File: config.mk
export PLATFORM = sky130hd
export DESIGN_NAME = disp_alloc
export DESIGN_NICKNAME = d
export VERILOG_FILES = /design/src/rtl/disp_pkg.sv /design/src/rtl/disp_slot_gate.sv /design/src/rtl/disp_spr_fsm.sv /design/src/rtl/disp_alloc.sv
export SDC_FILE = /design/constraint.sdc
export NUM_CORES = 1
export LEC_CHECK = 0
export ABC_AREA = 0
export ABC_CLOCK_PERIOD_IN_PS = 5510
export BUFFER_PORTS_ARGS = -buffer_cell sky130_fd_sc_hd__buf_2
export CAP_MARGIN = 20
export CELL_PAD_IN_SITES_DETAIL_PLACEMENT = 1
export CELL_PAD_IN_SITES_GLOBAL_PLACEMENT = 1
export CORE_ASPECT_RATIO = 0.6
export CORE_UTILIZATION = 30
export CTS_CLUSTER_SIZE = 40
export DETAILED_ROUTE_END_ITERATION = 6
export PLACE_DENSITY = 0.71
export REMOVE_ABC_BUFFERS = 1
export SYNTH_ARGS = -nofsm -noshare
export SYNTH_HDL_FRONTEND = slang
export SYNTH_SLANG_ARGS = --single-unit
export TNS_END_PERCENT = 50
File: constraint.sdc
create_clock -name clk -period 5.51 [get_ports clk]
set_input_delay 0.8265 -clock clk [delete_from_list [all_inputs] [get_ports clk]]
set_output_delay 0.8265 -clock clk [all_outputs]
set_load 0.02 [all_outputs]
File: src/rtl/disp_pkg.sv
package disp_pkg;

    localparam logic [2:0] UNIT_BRANCH = 3'd0;

    typedef enum logic [0:0] {
        SPR_CLEAR   = 1'b0,
        SPR_PENDING = 1'b1
    } spr_state_e;

endpackage

File: src/rtl/disp_slot_gate.sv
module disp_slot_gate
    import disp_pkg::*;
#(
    parameter int IDX      = 0,
    parameter int UNITS    = 6,
    parameter int UW       = 3,
    parameter int RSW      = 3,
    parameter int CBW      = 5,
    parameter int RNW      = 4,
    parameter int NW       = 6,
    parameter int RD_PORTS = 8,
    parameter int CB_DEPTH = 16
) (
    input  logic                 clk,
    input  logic                 rst_n,
    input  logic                 prev_ok,
    input  logic                 valid,
    input  logic [UW-1:0]        unit,
    input  logic                 serial,
    input  logic [UNITS*RSW-1:0] rs_free,
    input  logic [UNITS-1:0]     used_before,
    input  logic                 mtspr_before,
    input  logic                 serial_before,
    input  logic [CBW-1:0]       cb_free,
    input  logic [RNW-1:0]       rn_free,
    input  logic [NW-1:0]        rn_need,
    input  logic [NW-1:0]        src_need,
    input  logic                 spr_pending,
    output logic                 ok
);

    localparam logic [NW-1:0] CB_NEED = NW'(IDX + 1);

    logic unit_ok;
    logic rs_avail;
    logic unit_busy;
    logic serial_ok;
    logic branch_ok;
    logic pools_ok;
    logic local_ok;

    always_comb begin
        rs_avail  = 1'b0;
        unit_busy = 1'b0;
        for (int u = 0; u < UNITS; u++) begin
            if (unit == UW'(u)) begin
                rs_avail  = (rs_free[u*RSW +: RSW] != '0);
                unit_busy = used_before[u];
            end
        end
    end

    always_comb begin
        unit_ok   = (unit < UW'(UNITS));
        serial_ok = !serial || ((IDX == 0) && (cb_free == CBW'(CB_DEPTH)));
        branch_ok = (unit != UNIT_BRANCH) || (!spr_pending && !mtspr_before);
        pools_ok  = (CB_NEED <= NW'(cb_free)) &&
                    (rn_need <= NW'(rn_free)) &&
                    (src_need <= NW'(RD_PORTS));
        local_ok  = valid && unit_ok && rs_avail && !unit_busy && pools_ok &&
                    !serial_before && serial_ok && branch_ok;
        ok        = prev_ok && local_ok;
    end

    // a branch never passes while a special-register move is outstanding
    assert_branch_hold_R8: assert property (@(posedge clk) disable iff (!rst_n)
        (spr_pending && unit == UNIT_BRANCH) |-> !ok);

    // serializing work leaves only from slot 0 into an empty machine
    assert_serial_slot_R7: assert property (@(posedge clk) disable iff (!rst_n)
        (ok && serial) |-> (IDX == 0 && cb_free == CBW'(CB_DEPTH)));

    // a grant implies every older slot was granted
    assert_chain_R1: assert property (@(posedge clk) disable iff (!rst_n)
        ok |-> prev_ok);

endmodule

File: src/rtl/disp_spr_fsm.sv
module disp_spr_fsm
    import disp_pkg::*;
(
    input  logic clk,
    input  logic rst_n,
    input  logic mtspr_granted,
    input  logic spr_resolved,
    output logic spr_pending
);

    spr_state_e state;
    spr_state_e state_next;

    always_ff @(posedge clk or negedge rst_n) begin
        if (!rst_n) state <= SPR_CLEAR;
        else        state <= state_next;
    end

    always_comb begin
        state_next = state;
        unique case (state)
            SPR_CLEAR: begin
                if (mtspr_granted) state_next = SPR_PENDING;
            end
            SPR_PENDING: begin
                if (!mtspr_granted && spr_resolved) state_next = SPR_CLEAR;
            end
        endcase
    end

    always_comb begin
        spr_pending = (state == SPR_PENDING);
    end

    // a granted move always leaves the machine pending
    assert_pend_set_R8: assert property (@(posedge clk) disable iff (!rst_n)
        mtspr_granted |=> spr_pending);

    // resolution without a new move releases the hold
    assert_pend_clear_R8: assert property (@(posedge clk) disable iff (!rst_n)
        (spr_pending && spr_resolved && !mtspr_granted) |=> !spr_pending);

endmodule

File: src/rtl/disp_alloc.sv
module disp_alloc
    import disp_pkg::*;
#(
    parameter int SLOTS    = 4,
    parameter int UNITS    = 6,
    parameter int RS_DEPTH = 4,
    parameter int CB_DEPTH = 16,
    parameter int RN_DEPTH = 8,
    parameter int RD_PORTS = 8,
    parameter int SRC_MAX  = 3,
    localparam int UW      = $clog2(UNITS),
    localparam int RSW     = $clog2(RS_DEPTH + 1),
    localparam int CBW     = $clog2(CB_DEPTH + 1),
    localparam int RNW     = $clog2(RN_DEPTH + 1),
    localparam int SW      = $clog2(SRC_MAX + 1),
    localparam int CNTW    = $clog2(SLOTS + 1)
) (
    input  logic                 clk,
    input  logic                 rst_n,
    input  logic [SLOTS-1:0]     slot_valid,
    input  logic [SLOTS*UW-1:0]  slot_unit,
    input  logic [SLOTS-1:0]     slot_writes,
    input  logic [SLOTS*SW-1:0]  slot_nsrc,
    input  logic [SLOTS-1:0]     slot_serial,
    input  logic [SLOTS-1:0]     slot_mtspr,
    input  logic [UNITS*RSW-1:0] rs_free,
    input  logic [CBW-1:0]       cb_free,
    input  logic [RNW-1:0]       rn_free,
    input  logic                 spr_resolved,
    output logic [SLOTS-1:0]     disp_grant,
    output logic [CNTW-1:0]      disp_count,
    output logic [UNITS-1:0]     rs_alloc,
    output logic [CNTW-1:0]      rn_alloc
);

    localparam int PSW  = $clog2(SLOTS * SRC_MAX + 1);
    localparam int NW0  = (CBW > RNW) ? CBW : RNW;
    localparam int NW1  = (PSW > CNTW) ? PSW : CNTW;
    localparam int NW   = ((NW0 > NW1) ? NW0 : NW1) + 1;

    function automatic logic [UNITS-1:0] unit_bit(input logic v, input logic [UW-1:0] u);
        logic [UNITS-1:0] b;
        b = '0;
        for (int i = 0; i < UNITS; i++) begin
            if (v && u == UW'(i)) b[i] = 1'b1;
        end
        return b;
    endfunction

    logic [NW-1:0]    rn_need      [SLOTS];
    logic [NW-1:0]    src_need     [SLOTS];
    logic [UNITS-1:0] used_before  [SLOTS];
    logic             mtspr_before [SLOTS];
    logic             serial_before[SLOTS];
    logic [SLOTS:0]   chain;
    logic             spr_pending;
    logic             mtspr_granted;

    assign chain[0] = 1'b1;

    generate
        for (genvar k = 0; k < SLOTS; k++) begin : g_slot
            if (k == 0) begin : g_first
                assign rn_need[k]       = NW'(slot_writes[k]);
                assign src_need[k]      = NW'(slot_nsrc[k*SW +: SW]);
                assign used_before[k]   = '0;
                assign mtspr_before[k]  = 1'b0;
                assign serial_before[k] = 1'b0;
            end else begin : g_rest
                assign rn_need[k]       = rn_need[k-1] + NW'(slot_writes[k]);
                assign src_need[k]      = src_need[k-1] + NW'(slot_nsrc[k*SW +: SW]);
                assign used_before[k]   = used_before[k-1] |
                                          unit_bit(slot_valid[k-1], slot_unit[(k-1)*UW +: UW]);
                assign mtspr_before[k]  = mtspr_before[k-1]  | (slot_valid[k-1] & slot_mtspr[k-1]);
                assign serial_before[k] = serial_before[k-1] | (slot_valid[k-1] & slot_serial[k-1]);
            end

            disp_slot_gate #(
                .IDX(k), .UNITS(UNITS), .UW(UW), .RSW(RSW), .CBW(CBW), .RNW(RNW),
                .NW(NW), .RD_PORTS(RD_PORTS), .CB_DEPTH(CB_DEPTH)
            ) u_gate (
                .clk          (clk),
                .rst_n        (rst_n),
                .prev_ok      (chain[k]),
                .valid        (slot_valid[k]),
                .unit         (slot_unit[k*UW +: UW]),
                .serial       (slot_serial[k]),
                .rs_free      (rs_free),
                .used_before  (used_before[k]),
                .mtspr_before (mtspr_before[k]),
                .serial_before(serial_before[k]),
                .cb_free      (cb_free),
                .rn_free      (rn_free),
                .rn_need      (rn_need[k]),
                .src_need     (src_need[k]),
                .spr_pending  (spr_pending),
                .ok           (chain[k+1])
            );
        end
    endgenerate

    logic [NW-1:0] granted_src;

    always_comb begin
        disp_grant    = chain[SLOTS:1];
        disp_count    = '0;
        rn_alloc      = '0;
        rs_alloc      = '0;
        mtspr_granted = 1'b0;
        granted_src   = '0;
        for (int k = 0; k < SLOTS; k++) begin
            if (disp_grant[k]) begin
                disp_count    = disp_count + CNTW'(1);
                rn_alloc      = rn_alloc + CNTW'(slot_writes[k]);
                rs_alloc      = rs_alloc | unit_bit(1'b1, slot_unit[k*UW +: UW]);
                mtspr_granted = mtspr_granted | slot_mtspr[k];
                granted_src   = granted_src + NW'(slot_nsrc[k*SW +: SW]);
            end
        end
    end

    disp_spr_fsm u_spr (
        .clk          (clk),
        .rst_n        (rst_n),
        .mtspr_granted(mtspr_granted),
        .spr_resolved (spr_resolved),
        .spr_pending  (spr_pending)
    );

    // grants are a contiguous run from slot 0
    assert_prefix_R1: assert property (@(posedge clk) disable iff (!rst_n)
        ((disp_grant + 1'b1) & disp_grant) == '0);

    // one strobe per granted slot means no unit got two
    assert_unit_once_R3: assert property (@(posedge clk) disable iff (!rst_n)
        $countones(rs_alloc) == int'(disp_count));

    // completion entries taken never exceed what is free
    assert_cb_bound_R4: assert property (@(posedge clk) disable iff (!rst_n)
        NW'(disp_count) <= NW'(cb_free));

    // rename entries taken never exceed what is free
    assert_rn_bound_R5: assert property (@(posedge clk) disable iff (!rst_n)
        NW'(rn_alloc) <= NW'(rn_free));

    // read ports are never oversubscribed
    assert_ports_R6: assert property (@(posedge clk) disable iff (!rst_n)
        granted_src <= NW'(RD_PORTS));

    generate
        for (genvar u = 0; u < UNITS; u++) begin : g_rs_chk
            // a unit is allocated only when its station has room
            assert_rs_room_R2: assert property (@(posedge clk) disable iff (!rst_n)
                rs_alloc[u] |-> (rs_free[u*RSW +: RSW] != '0));
        end
    endgenerate

endmodule

==> results.sh, run 1 <==
export IMPL_status="finished clean"
export IMPL_viasPerCell=5.62
export IMPL_drc_errors=0
export IMPL_avgSynthCellArea_um2=7.36
export IMPL_first_iter_violations=176
export IMPL_cp_data_required_time_ps=4680
export IMPL_io_buffers=81
export IMPL_finalSetupViolCount=0
export IMPL_min_period_ps=5200
export IMPL_grt_pass1_wl_um=11200
export IMPL_fillers=747
export IMPL_hpwl_um=6240
export IMPL_leakage_nw=1.10
export IMPL_fmax_mhz=192
export IMPL_die_area_um2=6610
export IMPL_grtUsageTotal_pct=21.0
export IMPL_syn_inst=256
export IMPL_critPathArrivalTime_ps=4380
export IMPL_finalMaxSlewViolations=0
export IMPL_synth_flop_cell="dfrtp_1"
export IMPL_syn_to_final_growth_pct=24.0
export IMPL_final_common_cell="buf_2"
export IMPL_routed_wl_um=7040
export IMPL_fin_setup_tns_ps=0
export IMPL_largest_reg_flops=1
export IMPL_crit_path_end_kind="output port"
export IMPL_synth_edf_count=0
export IMPL_start_util_pct=32.4
export IMPL_maxCapViolations=0
export IMPL_min_path_type="register to register"
export IMPL_ys_seq_elements=1
export IMPL_period_share_pct=94.4
export IMPL_synth_top_area_cell="ha_1"
export IMPL_synth_seq_area_share_pct=1.33
export IMPL_synth_async_reset_ratio_pct=100
export IMPL_critPathMaxFanout=6
export IMPL_rsz0062_at_grt="no"
export IMPL_final_nets=423
export IMPL_die_width_um=104
export IMPL_grt_max_degree=16
export IMPL_rows=21
export IMPL_fin_skew_ps=0
export IMPL_worstMarginPinSlew_ps=675
export IMPL_start_kind="input pin"
export IMPL_cts_hold_buf=0
export IMPL_crit_type="input pin to output port"
export IMPL_drive_above_1_share_pct=29.5
export IMPL_io_pins=82
export IMPL_cellPowerDensity_nw_per_um2=79.8
export IMPL_fin_hold_ws_ps=574
export IMPL_grt_pass1_vias=2195
export IMPL_post_synth_top_area_fraction_pct=16.6
export IMPL_ys_types=62
export IMPL_slew_headroom_pct=53.8
export IMPL_antenna_found_initial=0
export IMPL_postRouteAntennaNets=0
export IMPL_via_count=2275
export IMPL_num_antenna_cells=0
export IMPL_overflow=0
export IMPL_synthTopCellsByArea="ha_1 (17%), fa_1 (5.3%), inv_1 (4.0%)"
export IMPL_routedWlPerCell_um=17.4
export IMPL_final_hold_viol_count=0
export IMPL_place_congestion=0.872
export IMPL_vdd_ir_drop_max_mv=0.0495
export IMPL_syn_cell_area_um2=1880
export IMPL_clk_latency_ps=0
export IMPL_yosys_warnings=0
export IMPL_layout_common_cells="buf_2 (81), ha_1 (25), inv_1 (20)"
export IMPL_core_area_um2=5810
export IMPL_die_h_um=63.4
export IMPL_clkTransAtPathRegs_ps=0
export IMPL_first_pass_iters=4
metal layers:
layer / global-route usage [%] / part of all wire, % / vias to the layer above
li1: - / - / 1123
met1: 35.0 / 53 / 1063
met2: 29.6 / 39 / 87
met3: 1.35 / 7.3 / 2
met4: 1.25 / 0.28 / 0
met5: 0 / 0 / -
worst max-delay path, cell delays in order:
cell and delay [ps]:
buf_2 100, ha_1 200, fa_1 510, inv_1 60, fa_1 550, inv_1 80
ha_1 280, a21oi_1 160, nand2b_1 120, o21ai_0 130, a2111oi_2 440, and2_1 200
nor2b_4 220, mux2_1 350, buf_2 160
what timing repair did:
item | 4_1_cts | 5_1_grt
setup buffers | 0 | 1
gates resized for setup | 0 | 1
setup endpoints to repair | 0 | 1
through the flow:
step	std cells	area, um^2	total power, mW	setup slack (ps)	utilization [%]
final	405	2340	0.186	306	40.2
after global routing	405	2340	0.207	25.1	40.2
after CTS	404	2330	0.184	231	40.1
after detailed placement	404	2330	0.183	255	40.1
after global placement	404	2330	0.177	245	40.1
after floorplan	239	1790	0.108	495	-
cell type report:
| type | instances | area [um^2] | share of cell area (%) |
|---|---|---|---|
| multi-input cells | 218 | 1690 | 72.5 |
| repair buffers | 86 | 443 | 19.0 |
| well taps | 80 | 100 | 4.28 |
| inverters | 20 | 75.1 | 3.21 |
| flip-flops and latches | 1 | 25.0 | 1.07 |
worst paths after layout:
kind / from / to / slack (ps) / depth (start not counted)
max: slot_nsrc[0] / rn_alloc[0] / 310 / 15
min: u_spr.spr_pending / u_spr.spr_pending / 570 / 2
max reg2reg: u_spr.spr_pending / u_spr.spr_pending / 3250 / 8
min reg2reg: u_spr.spr_pending / u_spr.spr_pending / 570 / 2
max in group asynchronous: rst_n / u_spr.spr_pending / 4820 / 1
min in group asynchronous: rst_n / u_spr.spr_pending / 600 / 1
cells in the mapped netlist, drive strengths merged (6+ instances only):
cell type and number:
ha 25, inv 20, nand2 16, nor2 14, nor3 14, nor2b 13, buf 12, a21oi 10
o21ai 10, a211oi 8, nand2b 7, a31oi 6, and2 6, nand3 6
cells by family after synthesis:
logic type / after synthesis / synth area share (%)
simple gates: 108 / 35.3
compound gates: 73 / 29.1
buf+inv: 37 / 8.83
fa+ha+maj: 30 / 21.9
mux: 4 / 2.19
xor+xnor: 3 / 1.39
flops: 1 / 1.33
power breakdown:
| part | leakage [nW] | internal [mW] | total (mW) | switching (mW) |
|---|---|---|---|---|
| Sequential | 0.0136 | 0.00797 | 0.00855 | 0.000578 |
| Clock | 0 | 0 | 0 | 0 |
| Combinational | 1.09 | 0.0744 | 0.178 | 0.103 |
| Total | 1.10 | 0.0823 | 0.186 | 0.104 |
No activity file was read; power rests on OpenSTA's default activity.
==> run 2, diff against run 1 <==
Settings changed: CORE_UTILIZATION 30 to 34, PLACE_DENSITY 0.71 to 0.8.
==> results.sh, run 2 (synthesized netlist as in run 1, its figures left out) <==
export IMPL_worstMarginPinSlew_ps=709
export IMPL_crit_family="adder cells"
export IMPL_grt_max_degree=16
export IMPL_fin_skew_ps=0
export IMPL_cp_data_required_time_ps=4680
export IMPL_postRouteAntennaNets=0
export IMPL_first_iter_violations=216
export IMPL_min_period_ps=5240
export IMPL_slowest_stage="fa_1"
export IMPL_via_count=2304
export IMPL_core_area_um2=5200
export IMPL_place_congestion=0.926
export IMPL_status="finished with violations"
export IMPL_drive_above_1_share_pct=29.8
export IMPL_first_pass_iters=6
export IMPL_final_nets=424
export IMPL_leakage_nw=1.10
export IMPL_io_buffers=81
export IMPL_min_path_type="register to register"
export IMPL_num_antenna_cells=0
export IMPL_fmax_mhz=191
export IMPL_io_pins=82
export IMPL_die_area_um2=5850
export IMPL_power_mw=0.185
export IMPL_finalMaxSlewViolations=0
export IMPL_crit_path_end_kind="output port"
export IMPL_slowest_delay_ps=560
export IMPL_routed_wl_um=6750
export IMPL_wl_met3_um=806
export IMPL_crit_path_cell_trace="buf_2, ha_1, fa_1, inv_1, fa_1, inv_1, o311ai_1, o31ai_1, nor3_2, nand3_1, a311oi_2, ha_1, ha_1, nand3_1, xor2_1, nor2_1, buf_2"
export IMPL_finalSetupViolCount=0
export IMPL_fillers=710
export IMPL_layout_common_cells="buf_2 (81), ha_1 (25), inv_1 (20)"
export IMPL_largest_reg_flops=1
export IMPL_period_share_pct=95.1
export IMPL_clkTransAtPathRegs_ps=0
export IMPL_regArea_um2=25.0
export IMPL_clk_latency_ps=0
export IMPL_critPathArrivalTime_ps=4420
export IMPL_grt_pass1_vias=2159
export IMPL_slew_headroom_pct=51.5
export IMPL_fin_setup_tns_ps=0
export IMPL_cellPowerDensity_nw_per_um2=79.6
export IMPL_start_util_pct=36.2
export IMPL_routedWlPerCell_um=17.2
export IMPL_syn_to_final_growth_pct=23.4
export IMPL_top_layer="met4"
export IMPL_die_h_um=59.7
export IMPL_grtUsageTotal_pct=23.4
export IMPL_vdd_ir_drop_max_mv=0.0452
export IMPL_overflow=0
export IMPL_crit_buf_inv=4
export IMPL_die_width_um=98.1
export IMPL_rows=20
export IMPL_antenna_found_initial=0
export IMPL_multi_input_area_um2=1690
export IMPL_drc_errors=4
export IMPL_violations="DRC"
export IMPL_critPathMaxFanout=3
export IMPL_maxCapViolations=0
export IMPL_start_kind="input pin"
export IMPL_wl_met1_um=3230
export IMPL_grt_pass1_wl_um=10800
export IMPL_dr_wl_met2_um=2690
export IMPL_viasPerCell=5.88
export IMPL_cpMostUsedCell="ha_1"
export IMPL_final_hold_viol_count=0
export IMPL_final_common_cell="buf_2"
export IMPL_crit_type="input pin to output port"
export IMPL_hpwl_um=5960
[run 2: cell count changes in the layout (fill, tap and decap cells not counted), sizes merged]
| cell | change |
|---|---|
| buf | +1 |
[run 2: worst paths after layout]
| kind | cells after the start | to | slack (ps) | from |
|---|---|---|---|---|
| max reg2reg | 8 | u_spr.spr_pending | 3270 | u_spr.spr_pending |
| min reg2reg | 2 | u_spr.spr_pending | 580 | u_spr.spr_pending |
| max | 17 | rn_alloc[2] | 270 | slot_nsrc[0] |
| min in group asynchronous | 1 | u_spr.spr_pending | 600 | rst_n |
| min | 2 | u_spr.spr_pending | 580 | u_spr.spr_pending |
| max in group asynchronous | 1 | u_spr.spr_pending | 4820 | rst_n |
[run 2: cell type report]
| cell class | instances | share of cell area (%) |
|---|---|---|
| multi-input cells | 218 | 72.8 |
| inverters | 20 | 3.23 |
| well taps | 66 | 3.55 |
| flip-flops and latches | 1 | 1.08 |
| repair buffers | 87 | 19.4 |
[run 2: worst reg2reg max path, stage by stage (launching register included)]
cell       delay, ps
dfrtp_1          400
a221oi_2         240
nand2_1           90
a2111o_1         480
a2111oi_2        280
and2_1           220
buf_4            180
a21oi_1           80
o221ai_1         170
[run 2: stage by stage]
stage	hold slack [ps]	area, um^2	worst slack [ps]	utilization, %	instances
2_1_floorplan	525	1790	495	-	239
3_3_place_gp	570	2310	369	44.4	390
3_5_place_dp	572	2310	182	44.4	390
4_1_cts	576	2310	161	44.4	390
5_1_grt	597	2330	-1.38	44.7	392
6_report	576	2330	267	44.7	392
[run 2: where the power goes]
part | switching (mW) | internal [mW]
Sequential | 0.000631 | 0.00797
Clock | 0 | 0
Combinational | 0.102 | 0.0744
Total | 0.103 | 0.0824
[run 2: what timing repair did]
| action | 4_1_cts | 5_1_grt |
|---|---|---|
| setup buffers | 0 | 2 |
| setup endpoints to repair | 0 | 1 |
| resized for setup | 0 | 1 |
| endpoints found under the hold margin | 0 | 0 |
| hold buffers | 0 | 0 |
[run 2: per-layer routing]
layer	vias up	global-route usage, %
li1	1120	-
met1	1068	35.4
met2	112	34.9
met3	4	4.91
met4	0	1.52
met5	-	0
